`src/rtl/tkc_pkg.sv`:
```
package tkc_pkg;
    localparam int unsigned DATA_W     = 32;
    localparam int unsigned ADDR_W     = 8;
    localparam int unsigned BE_W       = DATA_W / 8;
    localparam int unsigned CMP_STRIDE = BE_W;

    localparam logic [ADDR_W-1:0] OFS_CTRL     = 8'h40;
    localparam logic [ADDR_W-1:0] OFS_PRESET   = 8'h64;
    localparam logic [ADDR_W-1:0] OFS_COUNT    = 8'h68;
    localparam logic [ADDR_W-1:0] OFS_CMP_BASE = 8'h6C;

    localparam int unsigned RUN_BIT = 13;
    localparam int unsigned OSC_BIT = 8;

    typedef struct packed {
        logic              wr;
        logic              full_word;
        logic [ADDR_W-1:0] addr;
        logic [DATA_W-1:0] data;
    } bus_access_t;

    typedef enum logic [1:0] {
        RD_NONE,
        RD_CTRL,
        RD_COUNT,
        RD_CMP
    } rd_kind_e;

    function automatic logic ctrl_running(input logic [DATA_W-1:0] ctrl);
        return ctrl[RUN_BIT] & ctrl[OSC_BIT];
    endfunction

    function automatic logic [ADDR_W-1:0] cmp_offset(input int unsigned slot);
        return OFS_CMP_BASE + ADDR_W'(CMP_STRIDE * slot);
    endfunction
endpackage

```
`src/rtl/tkc_ctrl_regs.sv`:
```
module tkc_ctrl_regs
    import tkc_pkg::*;
#(
    parameter int unsigned NUM_CMP = 3
) (
    input  logic                            clk,
    input  logic                            rst,
    input  bus_access_t                     acc,
    output logic [DATA_W-1:0]               ctrl_q,
    output logic [NUM_CMP-1:0][DATA_W-1:0]  cmp_q,
    output logic                            running
);
    logic accepted_wr;
    assign accepted_wr = acc.wr & acc.full_word;
    assign running     = ctrl_running(ctrl_q);

    always_ff @(posedge clk) begin
        if (rst) begin
            ctrl_q <= '0;
        end else if (accepted_wr && acc.addr == OFS_CTRL) begin
            ctrl_q <= acc.data;
        end
    end

    for (genvar s = 0; s < NUM_CMP; s++) begin : g_slot
        localparam logic [ADDR_W-1:0] SLOT_OFS = cmp_offset(s);
        always_ff @(posedge clk) begin
            if (rst) begin
                cmp_q[s] <= '0;
            end else if (accepted_wr && running && acc.addr == SLOT_OFS) begin
                cmp_q[s] <= acc.data;
            end
        end
    end

    // reset clears the control word
    assert_ctrl_reset_R1: assert property (@(posedge clk)
        rst |=> (ctrl_q == '0));

    // compare slots hold while not running
    assert_cmp_hold_R4: assert property (@(posedge clk) disable iff (rst)
        !running |=> $stable(cmp_q));

    // a partial write leaves control untouched
    assert_partial_ignored_R10: assert property (@(posedge clk) disable iff (rst)
        (acc.wr && !acc.full_word) |=> $stable(ctrl_q));
endmodule

```
`src/rtl/tkc_counter.sv`:
```
module tkc_counter
    import tkc_pkg::*;
(
    input  logic              clk,
    input  logic              rst,
    input  logic              running,
    input  logic              tick_en,
    input  logic              preset_wr,
    input  logic [DATA_W-1:0] preset_val,
    output logic [DATA_W-1:0] count_q,
    output logic              advance,
    output logic [DATA_W-1:0] next_count
);
    logic preset_take;

    assign preset_take = preset_wr & running;
    assign advance     = running & tick_en & ~preset_take;
    assign next_count  = count_q + DATA_W'(1);

    always_ff @(posedge clk) begin
        if (rst) begin
            count_q <= '0;
        end else if (preset_take) begin
            count_q <= preset_val;
        end else if (advance) begin
            count_q <= next_count;
        end
    end

    // count frozen while not running
    assert_freeze_R5: assert property (@(posedge clk) disable iff (rst)
        !running |=> $stable(count_q));

    // wrap to zero
    assert_wrap_R8: assert property (@(posedge clk) disable iff (rst)
        (advance && count_q == '1) |=> (count_q == '0));

    // accepted preset lands
    assert_preset_R3: assert property (@(posedge clk) disable iff (rst)
        (running && preset_wr) |=> (count_q == $past(preset_val)));
endmodule

```
`src/rtl/tkc_match.sv`:
```
module tkc_match
    import tkc_pkg::*;
#(
    parameter int unsigned NUM_CMP = 3
) (
    input  logic                           clk,
    input  logic                           rst,
    input  logic                           advance,
    input  logic [DATA_W-1:0]              next_count,
    input  logic [NUM_CMP-1:0][DATA_W-1:0] cmp_q,
    output logic                           irq_q
);
    logic [NUM_CMP-1:0] slot_hit;

    for (genvar s = 0; s < NUM_CMP; s++) begin : g_cmp
        assign slot_hit[s] = (next_count == cmp_q[s]);
    end

    always_ff @(posedge clk) begin
        if (rst) begin
            irq_q <= 1'b0;
        end else begin
            irq_q <= advance & (|slot_hit);
        end
    end

    // a pulse only follows a counting tick, never a preset
    assert_pulse_needs_tick_R6: assert property (@(posedge clk) disable iff (rst)
        irq_q |-> $past(advance));
endmodule

```
`src/rtl/tick_cmp_counter.sv`:
```
module tick_cmp_counter
    import tkc_pkg::*;
#(
    parameter int unsigned NUM_CMP = 3
) (
    input  logic              clk,
    input  logic              rst,
    input  logic              tick_en,
    input  logic              bus_wr,
    input  logic [BE_W-1:0]   bus_be,
    input  logic [ADDR_W-1:0] bus_addr,
    input  logic [DATA_W-1:0] bus_wdata,
    output logic [DATA_W-1:0] bus_rdata,
    output logic              irq_pulse
);
    localparam int unsigned SLOT_W = (NUM_CMP > 1) ? $clog2(NUM_CMP) : 1;

    bus_access_t                    acc;
    logic [DATA_W-1:0]              ctrl_q;
    logic [NUM_CMP-1:0][DATA_W-1:0] cmp_q;
    logic                           running;
    logic [DATA_W-1:0]              count_q;
    logic                           advance;
    logic [DATA_W-1:0]              next_count;
    rd_kind_e                       rd_kind;
    logic [SLOT_W-1:0]              rd_slot;

    assign acc.wr        = bus_wr;
    assign acc.full_word = (bus_be == '1);
    assign acc.addr      = bus_addr;
    assign acc.data      = bus_wdata;

    tkc_ctrl_regs #(.NUM_CMP(NUM_CMP)) regs_i (
        .clk     (clk),
        .rst     (rst),
        .acc     (acc),
        .ctrl_q  (ctrl_q),
        .cmp_q   (cmp_q),
        .running (running)
    );

    tkc_counter cnt_i (
        .clk        (clk),
        .rst        (rst),
        .running    (running),
        .tick_en    (tick_en),
        .preset_wr  (acc.wr && acc.full_word && acc.addr == OFS_PRESET),
        .preset_val (acc.data),
        .count_q    (count_q),
        .advance    (advance),
        .next_count (next_count)
    );

    tkc_match #(.NUM_CMP(NUM_CMP)) match_i (
        .clk        (clk),
        .rst        (rst),
        .advance    (advance),
        .next_count (next_count),
        .cmp_q      (cmp_q),
        .irq_q      (irq_pulse)
    );

    always_comb begin
        rd_kind = RD_NONE;
        rd_slot = '0;
        if (acc.full_word) begin
            if (bus_addr == OFS_CTRL) begin
                rd_kind = RD_CTRL;
            end else if (bus_addr == OFS_COUNT) begin
                rd_kind = RD_COUNT;
            end
            for (int s = 0; s < NUM_CMP; s++) begin
                if (bus_addr == cmp_offset(s)) begin
                    rd_kind = RD_CMP;
                    rd_slot = SLOT_W'(s);
                end
            end
        end
    end

    always_comb begin
        unique case (rd_kind)
            RD_CTRL:  bus_rdata = ctrl_q;
            RD_COUNT: bus_rdata = count_q;
            RD_CMP:   bus_rdata = cmp_q[rd_slot];
            default:  bus_rdata = '0;
        endcase
    end

    // rejected reads return zero
    assert_partial_read_zero_R10: assert property (@(posedge clk) disable iff (rst)
        (bus_be != '1) |-> (bus_rdata == '0));
endmodule

```
`config.mk`:
```
export PLATFORM = sky130hd
export DESIGN_NAME = tick_cmp_counter
export DESIGN_NICKNAME = d
export VERILOG_FILES = /design/src/rtl/tkc_pkg.sv /design/src/rtl/tkc_ctrl_regs.sv /design/src/rtl/tkc_counter.sv /design/src/rtl/tkc_match.sv /design/src/rtl/tick_cmp_counter.sv
export SDC_FILE = /design/constraint.sdc
export NUM_CORES = 1
export LEC_CHECK = 0
export BUFFER_PORTS_ARGS = -buffer_cell sky130_fd_sc_hd__buf_2
export CAP_MARGIN = 20
export CORE_MARGIN = 3
export CORE_UTILIZATION = 45
export CTS_CLUSTER_DIAMETER = 120
export DETAILED_ROUTE_END_ITERATION = 12
export PLACE_DENSITY = 0.74
export REMOVE_ABC_BUFFERS = 1
export SYNTH_ARGS = -nofsm -noshare
export SYNTH_HDL_FRONTEND = slang
export SYNTH_SLANG_ARGS = --single-unit
export TNS_END_PERCENT = 20
```
`constraint.sdc`:
```
create_clock -name clk -period 8.3 [get_ports clk]
set_input_delay 1.245 -clock clk [delete_from_list [all_inputs] [get_ports clk]]
set_output_delay 1.245 -clock clk [all_outputs]
set_load 0.1 [all_outputs]
```
After elaboration in Yosys (flattened, before gate mapping)
Index checks and enable logic that the tools add are counted.
{ "word_totals": {"regBits": 161, "latchBits": 0, "mem_bits_rw": 0, "romBits": 0, "input_bits": 48, "output_inout_bits": 33, "memories": 0} }
{ "classes": {"addsub": 1, "mul": 0, "div": 0, "order_cmp": 1, "n_eq_ne": 13, "shift": 0, "mux": 14, "n_bitwise": 7, "reduce_logical": 9} }
{ "op_table": {"columns": ["cell", "count"], "rows": [
  ["== test 32 bit", 3],
  ["two-way mux 32 bit", 3],
  ["case mux 32 bit (3 select lines)", 1],
  ["binary-select mux 32 bit (select 2 bit)", 1],
  ["== test 8 x 7 -> 1 bit (second input constant)", 6],
  ["adder 32 x 1 -> 32 bit (second input constant)", 1],
  ["two-way mux 2 bit", 8],
  ["logical AND 1 bit", 7],
  ["AND 1 bit", 6],
  ["== test 2 bit (second input constant)", 2],
  ["== test 4 bit (second input constant)", 1],
  ["less-than comparator 2 x 3 -> 1 bit (second input constant)", 1],
  ["OR reduction 3 bit", 1],
  ["== test 2 x 1 -> 1 bit (second input constant)", 1],
  ["nonzero test 2 bit", 1],
  ["two-way mux 1 bit", 1],
  ["inverter 1 bit", 1]
]} }

Longest topological paths before layout
{ "logic_depth": {"word_depth": 9, "mapped_depth": 11} }

Hierarchy
From an unflattened synthesis, not the netlist that was laid out.
{ "unflattened": {"hier_cells": 1140, "area_unflattened_um2": 10321.1} }
{ "modules_own_cells": {"columns": ["module", "n_inst", "cells_each", "area_each_um2", "seq_area_each_um2"], "rows": [
  ["tkc_ctrl_regs", 1, 461, 5117.4, 2562.5],
  ["tick_cmp_counter", 1, 293, 2097.0, 0.0],
  ["tkc_counter", 1, 254, 2028.2, 640.6],
  ["tkc_match", 1, 132, 1078.5, 20.0]
]} }

Worst setup path before layout
Ideal clock, no wire load.
{ "synth_path": {"path_kind": "input-to-output", "startpoint": "input port bus_addr[7]", "endpoint": "output port bus_rdata[5]", "t_arrival_ps": 5187, "t_required_ps": 7055, "slack_ps": 1868, "cell_stages": 10, "path_buffers": 2, "path_cell_list": "or4b_1 -> nor2_1 -> nand2_1 -> nor3b_1 -> buf_2 -> buf_2 -> nor2_1 -> a211oi_1 -> a21oi_1 -> o21ai_0"} }
{ "synth_between": {"elab_chain_len": 9, "elab_cells_between_ends": 20, "cone_classes": "8 x eq/ne; 12 x mux"} }
{ "synth_lines": {"columns": ["item", "line_no", "rtl"], "rows": [
  ["start, declared", "tick_cmp_counter.sv:11", "input logic [ADDR_W-1:0] bus_addr,"],
  ["== test 8 x 7 -> 1 bit", "tick_cmp_counter.sv:69", "end else if (bus_addr == OFS_COUNT) begin"],
  ["two-way mux 2 bit", "tick_cmp_counter.sv:69", null],
  ["two-way mux 2 bit", "tick_cmp_counter.sv:67", "if (bus_addr == OFS_CTRL) begin"],
  ["two-way mux 2 bit (3 in series)", "tick_cmp_counter.sv:73", "if (bus_addr == cmp_offset(s)) begin"],
  ["two-way mux 2 bit", "tick_cmp_counter.sv:66", "if (acc.full_word) begin"],
  ["== test 2 bit / == test 2 x 1 -> 1 bit (equally long branches)", "tick_cmp_counter.sv:82", "unique case (rd_kind)"],
  ["case mux 32 bit (3 select lines) *", "tick_cmp_counter.sv:82", null],
  ["end, declared", "tick_cmp_counter.sv:13", "output logic [DATA_W-1:0] bus_rdata,"]
]} }
Every way passes the cells marked *; elsewhere a longest branch is shown, timed or not. The select of a mux whose other input is x is not followed.

Worst setup path in the final report
{ "layout_path": {"startpoint": "input port bus_addr[7]", "endpoint": "output port bus_rdata[24]"} }
Same word-level chain as after synthesis.

==> metrics.yaml <==
outcome: "finished, final reports clean"
synth_commonest_cells: "nand2_1 (277), dfxtp_1 (161), a21oi_1 (146)"
fin_util_pct: 51.1
ir_drop_mv: 0.108
cap_viol_max_count: 0
setup_violations: 0
synth_area_leader_cell: "dfxtp_1"
viasPerCell: 5.99
antenna_found_initial: 0
fmaxAchievable_mhz: 184
reg2reg_slack_ns: 4.47
endpoint_kind: "output port"
port-buffer-count: 80
rows: 54
syn_area_mm2: 0.0103
postCtsSetupRepairBufs: 0
worst-path-max-fanout: 67
cts_tree: "yes"
drt-initial-drc-count: 984
grt_start_max_net_pins: 82
drt_first_pass_iters: 5
finalCritPeriodShare_pct: 65.3
leakage_nw: 3.75
ant_nets: 0
yosysTopAreaCellShare_pct: 31.4
die_h_um: 157
ys_seq_area_share_pct: 31.4
boundaryPins: 81
rsz0062_at_grt: "false"
dp_slack_ns: 2.95
p_int_w: 0.00126
clock_latency_ns: 0.44
fill_cells: 2146
cts.sinks: 161
avgSynthCellArea_um2: 7.48
finalHoldViolCount: 0
power.density_mw_per_mm2: 146
hold_buffers: 0
timing_worst_setup_path_type: "primary input to output port"
vias: 9974
die_area_mm2: 0.0246
finalMaxSlewViolations: 0
combPwrFrac_pct: 3.0
drive_above_1_share_pct: 11.3
postSynth.asyncResetShare_pct: 0
worst_slack_ns: 2.88
synthCells: 1371
synth_flop_cell: "dfxtp_1"
crit_path_start_kind: "primary input"
slew_headroom_pct: 28.4
yosys_warnings: 0
startpoint: "bus_addr[7]"
min_path_cells: 2
post-route-min-period_ns: 5.42
synth.most_common_cell: "nand2_1"
tightest_slew_ns: 1.06
cts.root.buffer_cell: "clkbuf_16"
overflow: 0
p_seq_share_pct: 46.8
p_sw_w: 0.000388
htree_levels: 4
grt_pass1_vias: 9188
start_util_pct: 46.4
grt_pass1_wl_um: 52400
min_path_type: "flop to flop"
ys_types: 72
p_clk_share_pct: 50.3
core_mm2: 0.0221
cts_max_path_buffers: 2
cts_resized: 0
drc: 0
wl_per_cell_um: 20.0
r2r_start: "cnt_i.count_q[0]$_SDFFE_PP0P_"
switching_share_pct: 23.5
clock_skew_ns: 0.00963
diodes: 0
wirelength_um: 33300
die_w_um: 157
crit_arrival_ns: 4.18
rr_worst_depth: 9
reg2reg_to: "match_i.irq_q$_SDFF_PP0_"
cts_buffers: 17
track_usage_pct: 27.0
worst_hold_slack_ns: 0.451
path_clk_slew_ns: 0.07
cp_data_required_time_ns: 7.05
area_growth_pct: 10.1
gp_congestion: 1.03
nNetsFinal: 1422
place_hpwl_um: 22900
synth_edf_count: 0
endpoint: "bus_rdata[24]"
synth-seq-cells: 161
yosys-top-cells-area: "dfxtp_1 (31%), nand2_1 (10%), a21oi_1 (7.1%)"
[worst min-delay path by stage]
stage                                       start                             to  slack, ns
detailed placement  regs_i.ctrl_q[4]$_SDFFE_PP0P_  regs_i.ctrl_q[4]$_SDFFE_PP0P_       0.44
finish              regs_i.ctrl_q[0]$_SDFFE_PP0P_  regs_i.ctrl_q[0]$_SDFFE_PP0P_       0.45
global placement    regs_i.ctrl_q[0]$_SDFFE_PP0P_  regs_i.ctrl_q[0]$_SDFFE_PP0P_       0.44
floorplan           regs_i.ctrl_q[0]$_SDFFE_PP0P_  regs_i.ctrl_q[0]$_SDFFE_PP0P_       0.43
CTS                 regs_i.ctrl_q[4]$_SDFFE_PP0P_  regs_i.ctrl_q[4]$_SDFFE_PP0P_       0.45
global route        regs_i.ctrl_q[5]$_SDFFE_PP0P_  regs_i.ctrl_q[5]$_SDFFE_PP0P_       0.46
[flip-flops by register name, summed over array words and instances (netlist names)]
name,count
cnt_i.count_q,32
regs_i.cmp_q,96
regs_i.ctrl_q,32
match_i.irq_q,1
[power groups by stage]
stage	clock network (W)	logic (W)	registers [W]
5_1_grt	0.000873	0.0000529	0.000772
3_3_place_gp	0	0.0000479	0.000790
3_5_place_dp	0	0.0000480	0.000790
2_1_floorplan	0	0.00000681	0.000790
6_report	0.000830	0.0000489	0.000772
4_1_cts	0.000837	0.0000481	0.000772
[layout by cell type, fill, tap and decap left out, types with 16 or more instances in the layout]
cell	count
mux2i_1	66
dfxtp_1	161
xnor2_1	80
nand4_1	18
buf_2	79
buf_4	16
nor3_1	21
nand2_1	277
a211oi_1	57
nor4_1	17
nand3_1	30
xor2_1	45
clkbuf_16	17
a21oi_1	146
inv_1	18
nor2_1	130
o21ai_0	44
[per-stage QoR]
| stage | setup TNS (ns) | cell area [um^2] | total power, W | std cells |
|---|---|---|---|---|
| final | 0 | 11300 | 0.00165 | 1666 |
| after global routing | 0 | 11300 | 0.00170 | 1666 |
| after CTS | 0 | 11300 | 0.00166 | 1666 |
| after detailed placement | 0 | 10700 | 0.000838 | 1634 |
| after global placement | 0 | 10700 | 0.000838 | 1633 |
| after floorplan | -32.78 | 9780 | 0.000797 | 1259 |
[routing by layer]
metal | vias to the layer above | global-route usage (%) | routed length [um] | share of wire, %
li1 | 4752 | - | - | -
met1 | 4771 | 38.1 | 14800 | 45
met2 | 403 | 43.2 | 15400 | 46
met3 | 48 | 4.21 | 2510 | 7.5
met4 | 0 | 7.17 | 559 | 1.7
met5 | - | 0 | 0 | 0
[final cells by class]
type / instances / area [um^2] / area share (%)
multi-input cells: 1080 / 6530 / 57.8
flip-flops and latches: 161 / 3220 / 28.5
repair buffers: 95 / 515 / 4.57
clock buffers: 17 / 425 / 3.77
well taps: 280 / 350 / 3.10
clock inverters: 15 / 183 / 1.62
inverters: 18 / 67.6 / 0.598
[cell families (layout without fill, tap and decap cells)]
logic type / after synthesis / after routing / synth area share, %
buffers and inverters: 130 / 145 / 5.24
adders and majority gates: 1 / 1 / 0.122
DFF: 161 / 161 / 31.4
AOI/OAI and AO/OA: 306 / 306 / 18.3
xor gates and xnor gates: 136 / 136 / 13.1
muxes: 67 / 67 / 6.55
and+or+nand+nor: 570 / 570 / 25.3
[critical path, stage by stage]
cell and delay, ns:
buf_2 0.09, or4b_1 0.57, nor2_1 0.18, nand2_1 0.12
nor3b_2 0.19, buf_4 0.62, nor2_1 0.14, a211oi_1 0.26
a21oi_1 0.10, o21ai_0 0.17, buf_2 0.44
Power figures use the tool's default switching activity.
